[src/rtl/nib_target.sv]
module nib_target #(
  parameter int ADDR_NIB = 8,
  parameter int DATA_NIB = 2
) (
  input  logic                  clk,
  input  logic                  rst_a_n,
  input  logic                  rst_b_n,
  input  logic                  mode_sel,
  input  logic [3:0]            id_strap,
  input  logic                  frame_n,
  input  logic [3:0]            lane_in,
  output logic [3:0]            lane_out,
  output logic                  lane_oe,
  output logic                  req_valid,
  output logic                  req_write,
  output logic [4*ADDR_NIB-1:0] req_addr,
  output logic [4*DATA_NIB-1:0] req_wdata,
  input  logic [4*DATA_NIB-1:0] rsp_rdata,
  output logic                  alt_mode
);
  localparam int AW = 4 * ADDR_NIB;
  localparam int DW = 4 * DATA_NIB;
  localparam int MAXN = (ADDR_NIB > DATA_NIB) ? ADDR_NIB : DATA_NIB;
  localparam int CW = $clog2(MAXN + 1);

  typedef enum logic [2:0] {
    S_IDLE, S_IDCHK, S_ADDR, S_WDAT, S_RLAT, S_RDRV, S_PASSIVE
  } st_t;

  st_t            st;
  logic [CW-1:0]  cnt;
  logic           is_wr;
  logic [AW-1:0]  addr;
  logic [DW-1:0]  wdata;
  logic [DW-1:0]  rbuf;
  logic           mode_q;
  logic           rst_n;

  assign rst_n     = rst_a_n & rst_b_n;
  assign lane_oe   = (st == S_RDRV);
  assign lane_out  = lane_oe ? rbuf[3:0] : 4'h0;
  assign req_addr  = addr;
  assign req_wdata = wdata;
  assign alt_mode  = mode_q;

  always_ff @(posedge clk)
    if (!rst_n) mode_q <= mode_sel;

  always_ff @(posedge clk or negedge rst_n) begin
    if (!rst_n) begin
      st        <= S_IDLE;
      cnt       <= '0;
      is_wr     <= 1'b0;
      addr      <= '0;
      wdata     <= '0;
      rbuf      <= '0;
      req_valid <= 1'b0;
      req_write <= 1'b0;
    end else begin
      req_valid <= 1'b0;
      if (st == S_IDLE || st == S_PASSIVE) begin
        if (!frame_n && !mode_q) begin
          is_wr <= lane_in[0];
          st    <= S_IDCHK;
        end
      end else if (!frame_n) begin
        st  <= S_IDLE;
        cnt <= '0;
      end else begin
        case (st)
          S_IDCHK: begin
            cnt <= '0;
            st  <= (lane_in == id_strap) ? S_ADDR : S_PASSIVE;
          end
          S_ADDR: begin
            addr <= {addr[AW-5:0], lane_in};
            cnt  <= cnt + 1'b1;
            if (cnt == CW'(ADDR_NIB - 1)) begin
              cnt <= '0;
              if (is_wr) st <= S_WDAT;
              else begin
                st        <= S_RLAT;
                req_valid <= 1'b1;
                req_write <= 1'b0;
              end
            end
          end
          S_WDAT: begin
            wdata <= DW'({lane_in, wdata} >> 4);
            cnt   <= cnt + 1'b1;
            if (cnt == CW'(DATA_NIB - 1)) begin
              cnt       <= '0;
              st        <= S_IDLE;
              req_valid <= 1'b1;
              req_write <= 1'b1;
            end
          end
          S_RLAT: begin
            rbuf <= rsp_rdata;
            cnt  <= '0;
            st   <= S_RDRV;
          end
          S_RDRV: begin
            rbuf <= rbuf >> 4;
            cnt  <= cnt + 1'b1;
            if (cnt == CW'(DATA_NIB - 1)) begin
              cnt <= '0;
              st  <= S_IDLE;
            end
          end
          default: st <= S_IDLE;
        endcase
      end
    end
  end
endmodule


[config.mk]
export PLATFORM = sky130hd
export DESIGN_NAME = nib_target
export DESIGN_NICKNAME = d
export VERILOG_FILES = /design/src/rtl/nib_target.sv
export SDC_FILE = /design/constraint.sdc
export NUM_CORES = 1
export LEC_CHECK = 0
export BUFFER_PORTS_ARGS = -buffer_cell sky130_fd_sc_hd__clkbuf_2
export CORE_ASPECT_RATIO = 1.4
export CORE_MARGIN = 2
export CORE_UTILIZATION = 40
export CTS_CLUSTER_DIAMETER = 200
export DETAILED_ROUTE_END_ITERATION = 16
export GPL_TIMING_DRIVEN = 1
export PLACE_DENSITY = 0.75
export SYNTH_ARGS = -nofsm -noshare
export SYNTH_HDL_FRONTEND = slang
export SYNTH_SLANG_ARGS = --single-unit
[constraint.sdc]
create_clock -name clk -period 2.12 [get_ports clk]
set_input_delay 0.424 -clock clk [delete_from_list [all_inputs] [get_ports clk]]
set_output_delay 0.424 -clock clk [all_outputs]
set_load 0.01 [all_outputs]
==> results of run 1 <==
==> stage by stage <==
stage | cells | total power (W) | hold WS, ns | cell area, sq um | util (%)
global route | 396 | 0.004668 | 0.2446 | 3396 | 51.35
floorplan | 227 | 0.002870 | 0.4423 | 2756 | -
finish | 396 | 0.004353 | 0.2057 | 3396 | 51.35
detailed placement | 380 | 0.003384 | 0.4629 | 3192 | 48.27
global placement | 380 | 0.003333 | 0.4564 | 3192 | 48.27
CTS | 396 | 0.004417 | 0.2123 | 3393 | 51.32
==> power groups by stage <==
stage / combinational [W] / sequential [W] / clock, W
floorplan: 0.00102 / 0.00185 / 0
global placement: 0.00153 / 0.00180 / 0
detailed placement: 0.00157 / 0.00181 / 0
CTS: 0.00157 / 0.00179 / 0.00105
global route: 0.00173 / 0.00185 / 0.00109
finish: 0.00155 / 0.00179 / 0.00101
==> cell families after synthesis <==
family                   Yosys count
multiplexers                      46
AO/OA/AOI/OAI                     34
adder cells (fa/ha/maj)            2
XOR/XNOR                           4
flip-flops                        59
AND/OR/NAND/NOR                   61
buffers and inverters             21
==> final cells by class <==
type / instances / area, sq um / area share, %
tap: 92 / 115.1 / 3.390
sequential: 59 / 1481 / 43.63
inverter: 7 / 26.28 / 0.7738
multi-input combinational: 147 / 1154 / 33.97
clock buffer: 10 / 137.6 / 4.053
timing repair buffer: 75 / 417.9 / 12.31
clock inverter: 6 / 63.81 / 1.879
==> cell usage in the layout, fill, tap and decap left out, types with 2 or more instances in the layout <==
cell type / instances
sky130_fd_sc_hd__a21oi_1: 6
sky130_fd_sc_hd__a41oi_1: 2
sky130_fd_sc_hd__and3_1: 5
sky130_fd_sc_hd__buf_12: 2
sky130_fd_sc_hd__buf_4: 5
sky130_fd_sc_hd__clkbuf_2: 68
sky130_fd_sc_hd__clkbuf_8: 10
sky130_fd_sc_hd__clkinv_2: 2
sky130_fd_sc_hd__clkinvlp_4: 2
sky130_fd_sc_hd__dfrtp_1: 58
sky130_fd_sc_hd__ha_1: 2
sky130_fd_sc_hd__inv_1: 6
sky130_fd_sc_hd__mux2_1: 2
sky130_fd_sc_hd__mux2_2: 39
sky130_fd_sc_hd__mux2i_1: 5
sky130_fd_sc_hd__nand2_1: 19
sky130_fd_sc_hd__nand2b_1: 10
sky130_fd_sc_hd__nand3_1: 3
sky130_fd_sc_hd__nand3b_1: 3
sky130_fd_sc_hd__nand4_1: 2
sky130_fd_sc_hd__nor3_1: 5
sky130_fd_sc_hd__o21ai_0: 10
sky130_fd_sc_hd__o31ai_1: 3
sky130_fd_sc_hd__o32ai_1: 2
sky130_fd_sc_hd__or3_1: 2
sky130_fd_sc_hd__xnor2_1: 4
==> state kept, by name, summed over array words and instances (netlist names) <==
register and flops:
req_addr 32, rbuf 8, req_wdata 8, cnt 4, st 3, alt_mode 1, is_wr 1, req_valid 1
req_write 1
==> critical path, cell delays in order, from the launching register on <==
cell and delay, ns:
sky130_fd_sc_hd__dfrtp_1 0.62, sky130_fd_sc_hd__buf_4 0.31, sky130_fd_sc_hd__and3_1 0.18, sky130_fd_sc_hd__clkbuf_2 0.13
==> metal layers <==
metal	track usage [%]	up-vias
met4	6.573	0
met5	0	-
met3	4.241	11
met1	16.18	938
li1	-	954
met2	25.62	63
==> how the worst min path moves through the flow <==
stage	start	to	slack (ns)
2_1_floorplan	rbuf[0]$_DFFE_PN0P_	rbuf[0]$_DFFE_PN0P_	0.44
3_3_place_gp	rbuf[3]$_DFFE_PN0P_	rbuf[3]$_DFFE_PN0P_	0.46
3_5_place_dp	rbuf[2]$_DFFE_PN0P_	rbuf[2]$_DFFE_PN0P_	0.46
4_1_cts	rst_b_n	cnt[0]$_DFFE_PN0P_	0.21
5_1_grt	rst_b_n	req_wdata[4]$_DFFE_PN0P_	0.24
6_report	rst_b_n	req_wdata[4]$_DFFE_PN0P_	0.21
==> what timing repair did <==
item                                    in CTS  in global routing
setup buffers                                0                  0
resized for setup                            0                  1
endpoints found under the setup margin       0                  4
==> flow_results.xml, run 1 <==
<?xml version="1.0" encoding="UTF-8"?>
<metrics>
  <group name="placement">
    <metric name="pre_cts_ws" unit="ns">0.3831</metric>
    <metric name="detail_placement_hpwl" unit="um">3917</metric>
    <metric name="gpl.final_weighted_congestion" unit="">0.8986</metric>
    <metric name="buffer_ports.inserted" unit="">68</metric>
  </group>
  <group name="global_routing">
    <metric name="global_route.usage.total" unit="%">14.64</metric>
    <metric name="antenna_found_initial" unit="">0</metric>
    <metric name="vias_in_the_first_global_route" unit="">1894</metric>
    <metric name="grt.overflow.total" unit="">0</metric>
    <metric name="grt_max_degree" unit="">59</metric>
    <metric name="global_route_wire_length_before_repair" unit="um">8487</metric>
  </group>
  <group name="drt">
    <metric name="detail_route.wl_per_cell" unit="um">13.33</metric>
    <metric name="drt_iter0_markers" unit="">49</metric>
    <metric name="via_count" unit="">1966</metric>
    <metric name="routed_via_density" unit="">4.965</metric>
    <metric name="met3RoutedLength" unit="um">251</metric>
    <metric name="dr.max_layer_used" unit="">met4</metric>
    <metric name="drt-total-wl" unit="um">5279</metric>
    <metric name="wirelength_met1" unit="um">2193</metric>
    <metric name="met2_wirelength" unit="um">2718</metric>
    <metric name="drc" unit="">0</metric>
    <metric name="detailedRoute.firstPassIterationCount" unit="">4</metric>
    <metric name="antenna_violating_nets_post_route" unit="">0</metric>
  </group>
  <group name="worst_setup_path">
    <metric name="startpoint_type" unit="">flip-flop</metric>
    <metric name="r2r_setup_slack" unit="ns">0.39</metric>
    <metric name="critical_path.max_fanout" unit="">15</metric>
    <metric name="worstSetupEndpointType" unit="">primary output</metric>
    <metric name="timing.rr.end" unit="">cnt[0]$_DFFE_PN0P_</metric>
    <metric name="criticalPathCategory" unit="">flip-flop to primary output</metric>
    <metric name="critPathCapture" unit="">lane_out[0]</metric>
    <metric name="cp.required" unit="ns">1.70</metric>
    <metric name="timing.critical_path.arrival" unit="ns">1.56</metric>
    <metric name="worstRegToRegCells" unit="">6</metric>
    <metric name="worst_setup_path_startpoint" unit="">st[0]$_DFFE_PN0P_</metric>
    <metric name="timing.rr.start" unit="">cnt[1]$_DFFE_PN0P_</metric>
  </group>
  <group name="layout">
    <metric name="antenna_cells" unit="">0</metric>
    <metric name="flow.area_growth_from_synthesis" unit="%">23.20</metric>
    <metric name="fillerInstances" unit="">615</metric>
    <metric name="drive_gt1_share" unit="%">46.38</metric>
    <metric name="finalNetCount" unit="">322</metric>
  </group>
  <group name="synth">
    <metric name="post_synth_main_area_contributors" unit="">sky130_fd_sc_hd__dfrtp_1 53%, sky130_fd_sc_hd__mux2_2 16%, sky130_fd_sc_hd__nand2_1 2.6%</metric>
    <metric name="synth-seq-cells" unit="">59</metric>
    <metric name="synthXorXnorAreaFrac" unit="%">1.271</metric>
    <metric name="synth.avg_cell_area" unit="sq um">12.14</metric>
    <metric name="syn_std_cell_area" unit="sq um">2756</metric>
    <metric name="synth-main-ff-cell" unit="">sky130_fd_sc_hd__dfrtp_1</metric>
    <metric name="synthTopCellsByCount" unit="">58 x sky130_fd_sc_hd__dfrtp_1, 39 x sky130_fd_sc_hd__mux2_2, 19 x sky130_fd_sc_hd__nand2_1</metric>
    <metric name="largest_family_of_logic_cells_by_synthesized_area" unit="">multiplexers</metric>
    <metric name="synthesis.nets" unit="">250</metric>
    <metric name="synth_adder_area_share" unit="%">0.9079</metric>
    <metric name="post-synth-top-count-cell" unit="">sky130_fd_sc_hd__dfrtp_1</metric>
    <metric name="synth-compound-area-share" unit="%">8.443</metric>
    <metric name="synth-edff-count" unit="">1</metric>
    <metric name="post_synth_and_or_nand_nor_area_fraction" unit="%">12.57</metric>
    <metric name="netlist.area_leader.share" unit="%">52.66</metric>
    <metric name="asyncSetResetFlopFracSynth" unit="%">98.31</metric>
    <metric name="synth-seq-area-share" unit="%">53.74</metric>
    <metric name="synth_warnings" unit="">0</metric>
    <metric name="yosysTopAreaCell" unit="">sky130_fd_sc_hd__dfrtp_1</metric>
    <metric name="postSynthCellCount" unit="">227</metric>
    <metric name="synth.mux.area_fraction" unit="%">18.57</metric>
    <metric name="yosys.cell_types.count" unit="">47</metric>
  </group>
  <group name="run">
    <metric name="max_cap_violations" unit="">0</metric>
  </group>
  <group name="sta">
    <metric name="final_hold_viol_count" unit="">0</metric>
    <metric name="final-setup-viol-count" unit="">0</metric>
    <metric name="tightestPinTransition" unit="ns">0.5092</metric>
    <metric name="min_period_over_period" unit="%">93.36</metric>
    <metric name="timing.final.max_slew_violations" unit="">0</metric>
    <metric name="min_period" unit="ns">1.979</metric>
    <metric name="rsz0062_at_grt" unit="">no</metric>
    <metric name="timing.max_slew.rel_slack" unit="%">65.98</metric>
    <metric name="clock_skew" unit="ns">0.007570</metric>
    <metric name="max_clock_freq" unit="MHz">505.2</metric>
    <metric name="setup_tns" unit="ns">0</metric>
    <metric name="post-route-worst-setup-slack" unit="ns">0.1407</metric>
  </group>
  <group name="clock_tree">
    <metric name="cts_clock_pin_slew_for_the_worst_setup_and_hold_paths" unit="ns">0.07</metric>
    <metric name="cts_sinks" unit="">59</metric>
    <metric name="ctsRootBufferMaster" unit="">sky130_fd_sc_hd__clkbuf_8</metric>
    <metric name="clk_latency" unit="ns">0.33</metric>
    <metric name="cts-root-to-sink-buffers" unit="">2</metric>
    <metric name="cts_tree" unit="">done</metric>
    <metric name="cts_hold_buf" unit="">0</metric>
    <metric name="cts_inserted_buffers" unit="">9</metric>
    <metric name="ctsHtreeMaxLevel" unit="">3</metric>
  </group>
  <group name="power_and_ir_drop">
    <metric name="power_frac_clock" unit="%">23.2</metric>
    <metric name="p_comb_share" unit="%">35.6</metric>
    <metric name="peak_supply_drop" unit="mV">0.5303</metric>
    <metric name="p_leak" unit="nW">1.689</metric>
    <metric name="p_per_area" unit="nW/um^2">1282</metric>
    <metric name="seq_power_share" unit="%">41.2</metric>
    <metric name="internal-power" unit="W">0.002854</metric>
    <metric name="total_switching_power" unit="W">0.001499</metric>
    <metric name="net_sw_share" unit="%">34.44</metric>
  </group>
  <group name="die">
    <metric name="core_region_area" unit="sq um">6613</metric>
    <metric name="die_w" unit="um">74.16</metric>
    <metric name="core.rowCount" unit="">35</metric>
    <metric name="design.die.area" unit="sq um">7580</metric>
    <metric name="start_util" unit="%">41.68</metric>
    <metric name="io-pin-count" unit="">69</metric>
    <metric name="chipHeight" unit="um">102.2</metric>
  </group>
  <group name="worst_hold_path">
    <metric name="hold_path.class" unit="">input port to async pin</metric>
  </group>
  <group name="run_status">
    <metric name="result_of_the_run" unit="">completed</metric>
  </group>
</metrics>
Note: power is estimated with default switching activity, not from simulation.
==> inputs of run 2 (changes only) <==
==> constraint.sdc (replaced) <==
create_clock -name clk -period 2.12 [get_ports clk]
set_input_delay 0.424 -clock clk [delete_from_list [all_inputs] [get_ports clk]]
set_output_delay 0.424 -clock clk [all_outputs]
set_load 0.02 [all_outputs]
==> flow_results.xml, run 2 (synthesis results as in run 1) <==
<?xml version="1.0" encoding="UTF-8"?>
<metrics>
  <group name="power_and_ir_drop">
    <metric name="net_sw_share" unit="%">37.99</metric>
    <metric name="post-layout-total-power" unit="W">0.004561</metric>
    <metric name="seq_power_share" unit="%">39.8</metric>
    <metric name="total_switching_power" unit="W">0.001733</metric>
    <metric name="p_comb_share" unit="%">38.5</metric>
    <metric name="power_frac_clock" unit="%">21.7</metric>
    <metric name="peak_supply_drop" unit="mV">0.4983</metric>
    <metric name="p_per_area" unit="nW/um^2">1343</metric>
    <metric name="p_leak" unit="nW">1.689</metric>
    <metric name="internal-power" unit="W">0.002829</metric>
  </group>
  <group name="global_routing">
    <metric name="antenna_found_initial" unit="">0</metric>
    <metric name="grt_max_degree" unit="">33</metric>
    <metric name="vias_in_the_first_global_route" unit="">1924</metric>
    <metric name="global_route_wire_length_before_repair" unit="um">9018</metric>
    <metric name="global_route.usage.total" unit="%">15.73</metric>
    <metric name="grt.overflow.total" unit="">0</metric>
  </group>
  <group name="worst_setup_path">
    <metric name="timing.rr.end" unit="">req_addr[26]$_DFFE_PN0P_</metric>
    <metric name="criticalPathCategory" unit="">flip-flop to primary output</metric>
    <metric name="startpoint_type" unit="">flip-flop</metric>
    <metric name="r2r_setup_slack" unit="ns">0.28</metric>
    <metric name="crit_path_cell_chain" unit="">nor2b_2 &gt; and3_1 &gt; clkbuf_2</metric>
    <metric name="critPathCapture" unit="">lane_out[3]</metric>
    <metric name="critical_path.max_fanout" unit="">10</metric>
    <metric name="worstSetupEndpointType" unit="">primary output</metric>
    <metric name="timing.critical_path.slowest_stage_cell" unit="">sky130_fd_sc_hd__dfrtp_1</metric>
    <metric name="timing.rr.start" unit="">st[1]$_DFFE_PN0P_</metric>
    <metric name="worstRegToRegCells" unit="">5</metric>
    <metric name="worst_path_largest_cell_delay" unit="ns">0.44</metric>
    <metric name="worst_setup_path_startpoint" unit="">st[1]$_DFFE_PN0P_</metric>
    <metric name="cp.required" unit="ns">1.70</metric>
    <metric name="timing.critical_path.arrival" unit="ns">1.51</metric>
  </group>
  <group name="drt">
    <metric name="detail_route.wl_per_cell" unit="um">13.64</metric>
    <metric name="drc" unit="">0</metric>
    <metric name="routed_via_density" unit="">5.028</metric>
    <metric name="drt_iter0_markers" unit="">104</metric>
    <metric name="detailedRoute.firstPassIterationCount" unit="">4</metric>
    <metric name="drt-total-wl" unit="um">5414</metric>
    <metric name="via_count" unit="">1996</metric>
    <metric name="antenna_violating_nets_post_route" unit="">0</metric>
  </group>
  <group name="clock_tree">
    <metric name="cts_tree" unit="">done</metric>
    <metric name="ctsRootBufferMaster" unit="">sky130_fd_sc_hd__clkbuf_8</metric>
    <metric name="cts_inserted_buffers" unit="">9</metric>
    <metric name="ctsHtreeMaxLevel" unit="">3</metric>
    <metric name="cts_sinks" unit="">59</metric>
    <metric name="cts_clock_pin_slew_for_the_worst_setup_and_hold_paths" unit="ns">0.07</metric>
    <metric name="post-cts-setup-buffer-count" unit="">0</metric>
    <metric name="cts-root-to-sink-buffers" unit="">2</metric>
    <metric name="clk_latency" unit="ns">0.33</metric>
  </group>
  <group name="layout">
    <metric name="layout.area.seq" unit="sq um">1483</metric>
    <metric name="drive_gt1_share" unit="%">46.89</metric>
    <metric name="multiInputGateArea" unit="sq um">1154</metric>
    <metric name="finish.cell_count_without_fillers" unit="">397</metric>
    <metric name="fillerInstances" unit="">594</metric>
    <metric name="largest_register_ffs" unit="">32</metric>
    <metric name="finalCoreUtilization" unit="%">51.35</metric>
    <metric name="layout.cells.most_common_list" unit="">68 x sky130_fd_sc_hd__clkbuf_2, 57 x sky130_fd_sc_hd__dfrtp_1, 39 x sky130_fd_sc_hd__mux2_2</metric>
    <metric name="flow.area_growth_from_synthesis" unit="%">23.20</metric>
    <metric name="antenna_cells" unit="">0</metric>
    <metric name="finalNetCount" unit="">323</metric>
    <metric name="layout.cells.most_common" unit="">sky130_fd_sc_hd__clkbuf_2</metric>
  </group>
  <group name="die">
    <metric name="design.die.area" unit="sq um">7580</metric>
    <metric name="core_region_area" unit="sq um">6613</metric>
    <metric name="core.rowCount" unit="">35</metric>
    <metric name="die_w" unit="um">74.16</metric>
    <metric name="io-pin-count" unit="">69</metric>
    <metric name="chipHeight" unit="um">102.2</metric>
    <metric name="start_util" unit="%">41.68</metric>
  </group>
  <group name="sta">
    <metric name="rsz0062_at_grt" unit="">no</metric>
    <metric name="timing.final.max_slew_violations" unit="">0</metric>
    <metric name="tightestPinTransition" unit="ns">0.6377</metric>
    <metric name="timing.max_slew.rel_slack" unit="%">57.42</metric>
    <metric name="min_period" unit="ns">1.939</metric>
    <metric name="clock_skew" unit="ns">0.005440</metric>
    <metric name="final_hold_viol_count" unit="">0</metric>
    <metric name="max_clock_freq" unit="MHz">515.8</metric>
    <metric name="final-setup-viol-count" unit="">0</metric>
    <metric name="min_period_over_period" unit="%">91.45</metric>
    <metric name="setup_tns" unit="ns">0</metric>
  </group>
  <group name="worst_hold_path">
    <metric name="hold_path.class" unit="">input port to async pin</metric>
  </group>
  <group name="run_status">
    <metric name="result_of_the_run" unit="">completed</metric>
  </group>
  <group name="placement">
    <metric name="buffer_ports.inserted" unit="">68</metric>
    <metric name="detail_placement_hpwl" unit="um">3975</metric>
    <metric name="dp_cells" unit="">381</metric>
    <metric name="gpl.final_weighted_congestion" unit="">0.7991</metric>
  </group>
  <group name="run">
    <metric name="max_cap_violations" unit="">0</metric>
  </group>
</metrics>
[run 2: cell count changes in the layout (fill, tap and decap cells not counted)]
cell	change
sky130_fd_sc_hd__buf_4	+1
sky130_fd_sc_hd__clkbuf_8	-1
sky130_fd_sc_hd__clkinv_2	+1
sky130_fd_sc_hd__clkinv_4	+1
sky130_fd_sc_hd__dfrtp_1	-1
sky130_fd_sc_hd__dfrtp_2	+1
sky130_fd_sc_hd__inv_6	-1
[run 2: area by class of cell]
type | count | area share, %
clock buffers | 9 | 3.648
clock inverters | 7 | 2.027
inverters | 7 | 0.7738
multi-input cells | 147 | 33.97
flip-flops and latches | 59 | 43.66
well taps | 92 | 3.390
repair buffers | 76 | 12.53
[run 2: how the worst min path moves through the flow]
stage | end | cells past startpoint | slack [ns]
finish | req_wdata[4]$_DFFE_PN0P_ | 3 | 0.22
CTS | rbuf[5]$_DFFE_PN0P_ | 3 | 0.25
global route | alt_mode$_DFFE_PN_ | 1 | 0.26
detailed placement | rbuf[0]$_DFFE_PN0P_ | 2 | 0.46
floorplan | rbuf[0]$_DFFE_PN0P_ | 2 | 0.44
global placement | rbuf[1]$_DFFE_PN0P_ | 2 | 0.46
[run 2: power groups by stage]
stage / Sequential (W) / Combinational [W] / Clock [W]
after floorplan: 0.00205 / 0.00102 / 0
after global placement: 0.00181 / 0.00173 / 0
after detailed placement: 0.00183 / 0.00176 / 0
after CTS: 0.00181 / 0.00177 / 0.00102
after global routing: 0.00187 / 0.00195 / 0.00107
final: 0.00181 / 0.00176 / 0.000992
[run 2: critical path, delay by kind of cell, from the launching register on]
| family | cells | cell delay, ns |
|---|---|---|
| and+or+nand+nor | 2 | 0.57 |
| buffers and inverters | 1 | 0.17 |
| DFF | 1 | 0.44 |
[run 2: layer usage]
layer	routed length [um]	GRT usage (%)	part of all wire (%)	vias to the layer above
met5	0	0	0	-
met4	78	5.594	1.4	0
met3	253	4.635	4.7	9
met2	2784	26.79	51	65
met1	2297	18.68	42	967
li1	-	-	-	955
[run 2: timing repair]
action	in CTS	in global routing
endpoints found under the setup margin	4	2
hold buffers	0	0
gates resized for setup	1	1
[run 2: per-stage QoR]
| stage | hold slack (ns) | setup WS, ns | instance area [sq um] |
|---|---|---|---|
| 6_report | 0.2247 | 0.1812 | 3396 |
| 4_1_cts | 0.2530 | 0.07562 | 3395 |
| 3_3_place_gp | 0.4550 | 0.3617 | 3199 |
| 5_1_grt | 0.2607 | 0.02953 | 3396 |
| 3_5_place_dp | 0.4648 | 0.3112 | 3199 |
| 2_1_floorplan | 0.4423 | 0.1937 | 2756 |
==> inputs of run 3 (changes only) <==
- CTS_BUF_LIST: default -> sky130_fd_sc_hd__clkbuf_4
- PLACE_DENSITY: 0.75 -> 0.77
- clock period: 2.12 -> 1.6 ns (I/O delays scaled with it)
==> flow_results.xml, run 3 (synthesis results as in run 1) <==
<?xml version="1.0" encoding="UTF-8"?>
<metrics>
  <group name="run_status">
    <metric name="result_of_the_run" unit="">finished, violations left</metric>
    <metric name="failed_checks" unit="">negative setup slack</metric>
  </group>
  <group name="drt">
    <metric name="drt-total-wl" unit="um">5797</metric>
    <metric name="detail_route.wl_per_cell" unit="um">13.90</metric>
    <metric name="via_count" unit="">2104</metric>
    <metric name="antenna_violating_nets_post_route" unit="">0</metric>
    <metric name="detailedRoute.firstPassIterationCount" unit="">4</metric>
    <metric name="drt_iter0_markers" unit="">57</metric>
    <metric name="routed_via_density" unit="">5.046</metric>
    <metric name="drc" unit="">0</metric>
  </group>
  <group name="sta">
    <metric name="min_period_over_period" unit="%">109.7</metric>
    <metric name="timing.max_slew.rel_slack" unit="%">77.99</metric>
    <metric name="tightestPinTransition" unit="ns">0.3291</metric>
    <metric name="max_clock_freq" unit="MHz">569.6</metric>
    <metric name="clock_skew" unit="ns">0.01356</metric>
    <metric name="rsz0062_at_grt" unit="">yes</metric>
    <metric name="timing.final.max_slew_violations" unit="">0</metric>
    <metric name="min_period" unit="ns">1.756</metric>
    <metric name="final-setup-viol-count" unit="">6</metric>
    <metric name="final_hold_viol_count" unit="">0</metric>
    <metric name="post-route-worst-setup-slack" unit="ns">-0.1556</metric>
  </group>
  <group name="power_and_ir_drop">
    <metric name="peak_supply_drop" unit="mV">0.5967</metric>
    <metric name="p_per_area" unit="nW/um^2">1721</metric>
    <metric name="p_leak" unit="nW">1.778</metric>
  </group>
  <group name="die">
    <metric name="core.rowCount" unit="">35</metric>
    <metric name="design.die.area" unit="sq um">7580</metric>
    <metric name="io-pin-count" unit="">69</metric>
    <metric name="core_region_area" unit="sq um">6613</metric>
    <metric name="chipHeight" unit="um">102.2</metric>
    <metric name="start_util" unit="%">41.68</metric>
    <metric name="die_w" unit="um">74.16</metric>
  </group>
  <group name="global_routing">
    <metric name="grt.overflow.total" unit="">0</metric>
    <metric name="grt_max_degree" unit="">59</metric>
    <metric name="vias_in_the_first_global_route" unit="">2037</metric>
    <metric name="global_route.usage.total" unit="%">16.25</metric>
    <metric name="global_route_wire_length_before_repair" unit="um">9218</metric>
    <metric name="antenna_found_initial" unit="">0</metric>
  </group>
  <group name="placement">
    <metric name="gpl.final_weighted_congestion" unit="">0.7952</metric>
    <metric name="pre_cts_ws" unit="ns">-0.04343</metric>
    <metric name="placement.cell_area" unit="sq um">3301</metric>
    <metric name="detail_placement_hpwl" unit="um">4184</metric>
    <metric name="dp_cells" unit="">394</metric>
    <metric name="buffer_ports.inserted" unit="">68</metric>
  </group>
  <group name="layout">
    <metric name="drive_gt1_share" unit="%">53.85</metric>
    <metric name="antenna_cells" unit="">0</metric>
    <metric name="largest_register_ffs" unit="">32</metric>
    <metric name="finalNetCount" unit="">343</metric>
    <metric name="layout.cells.most_common" unit="">sky130_fd_sc_hd__clkbuf_2</metric>
    <metric name="fillerInstances" unit="">580</metric>
    <metric name="flow.area_growth_from_synthesis" unit="%">31.32</metric>
    <metric name="fin_area" unit="sq um">3620</metric>
    <metric name="finish.cell_count_without_fillers" unit="">417</metric>
    <metric name="layout.cells.most_common_list" unit="">63 x sky130_fd_sc_hd__clkbuf_2, 56 x sky130_fd_sc_hd__dfrtp_1, 39 x sky130_fd_sc_hd__mux2_2</metric>
  </group>
  <group name="worst_setup_path">
    <metric name="worstSetupEndpointType" unit="">primary output</metric>
    <metric name="r2r_setup_slack" unit="ns">0</metric>
    <metric name="timing.rr.start" unit="">st[1]$_DFFE_PN0P_</metric>
    <metric name="timing.critical_path.arrival" unit="ns">1.44</metric>
    <metric name="startpoint_type" unit="">flip-flop</metric>
    <metric name="criticalPathCategory" unit="">flip-flop to primary output</metric>
    <metric name="worstRegToRegCells" unit="">5</metric>
    <metric name="cp.required" unit="ns">1.28</metric>
    <metric name="critical_path.max_fanout" unit="">5</metric>
    <metric name="timing.rr.end" unit="">req_addr[15]$_DFFE_PN0P_</metric>
  </group>
  <group name="clock_tree">
    <metric name="cts_clock_pin_slew_for_the_worst_setup_and_hold_paths" unit="ns">0.11</metric>
    <metric name="cts_hold_buf" unit="">0</metric>
    <metric name="ctsRootBufferMaster" unit="">sky130_fd_sc_hd__clkbuf_4</metric>
    <metric name="cts_sinks" unit="">59</metric>
    <metric name="clk_latency" unit="ns">0.41</metric>
    <metric name="cts_tree" unit="">done</metric>
    <metric name="ctsHtreeMaxLevel" unit="">3</metric>
    <metric name="cts_inserted_buffers" unit="">9</metric>
    <metric name="cts-root-to-sink-buffers" unit="">2</metric>
  </group>
  <group name="worst_hold_path">
    <metric name="hold_path.class" unit="">input port to async pin</metric>
  </group>
  <group name="run">
    <metric name="max_cap_violations" unit="">0</metric>
  </group>
</metrics>
run 3: cell types whose count changed in the layout (fill, tap and decap cells not counted), sizes merged:
cell	previous run	this run
buf	8	32
clkinv	4	3
clkinvlp	2	3
clkbuf	77	73
run 3: area by class of cell:
class | instances | area [sq um] | share of cell area (%)
Clock buffer | 9 | 67.56 | 1.867
Clock inverter | 7 | 76.32 | 2.109
Inverter | 7 | 30.03 | 0.8296
Multi-Input combinational cell | 147 | 1215 | 33.56
Sequential cell | 59 | 1484 | 41.00
Tap cell | 92 | 115.1 | 3.180
Timing Repair Buffer | 96 | 631.9 | 17.46
run 3: power by group:
part	switching, W	total, W	leakage [nW]	internal (W)
registers	0.000371	0.00236	0.779	0.00199
clock network	0.000609	0.00109	0.0725	0.000483
logic	0.00145	0.00278	0.926	0.00133
run 3: routing by layer:
metal	global-route usage (%)	wire length (um)	share of wire (%)	up-vias
li1	-	-	-	1005
met1	17.12	2386	41	1027
met2	28.71	2975	51	59
met3	4.241	285	4.9	13
met4	9.231	149	2.6	0
met5	0	0	0	-
run 3: worst max-delay path, cell delays in order (launching register included):
cell and delay [ns]:
sky130_fd_sc_hd__dfrtp_2 0.47, sky130_fd_sc_hd__buf_6 0.13, sky130_fd_sc_hd__nand3b_1 0.20, sky130_fd_sc_hd__inv_1 0.09
sky130_fd_sc_hd__clkbuf_8 0.14
run 3: metrics by stage:
| stage | total power, W | util [%] | setup TNS (ns) | hold WS (ns) |
|---|---|---|---|---|
| 6_report | 0.006231 | 54.74 | -0.6545 | 0.03770 |
| 5_1_grt | 0.006642 | 54.74 | -2.103 | 0.05693 |
| 4_1_cts | 0.006182 | 53.70 | -3.665 | 0.04214 |
| 3_5_place_dp | 0.004929 | 49.91 | -0.9167 | 0.4633 |
| 3_3_place_gp | 0.004842 | 49.91 | -0.1088 | 0.4537 |
| 2_1_floorplan | 0.004068 | - | 0 | 0.4189 |
run 3: worst max-delay path by stage:
stage	cells past startpoint	slack [ns]	endpoint	start
finish	4	-0.16	lane_oe	st[1]$_DFFE_PN0P_
global route	4	-0.22	lane_oe	st[1]$_DFFE_PN0P_
CTS	4	-0.20	lane_oe	st[1]$_DFFE_PN0P_
detailed placement	5	-0.04	req_addr[15]$_DFFE_PN0P_	st[1]$_DFFE_PN0P_
global placement	4	-0.04	is_wr$_DFFE_PN0P_	st[2]$_DFFE_PN0P_
floorplan	5	0.02	is_wr$_DFFE_PN0P_	st[1]$_DFFE_PN0P_
run 3: timing repair:
item,CTS,global route
endpoints found under the setup margin,44,53
gates cloned,0,0
buffers inserted,6,2
resized for setup,18,16
pin swaps,2,7
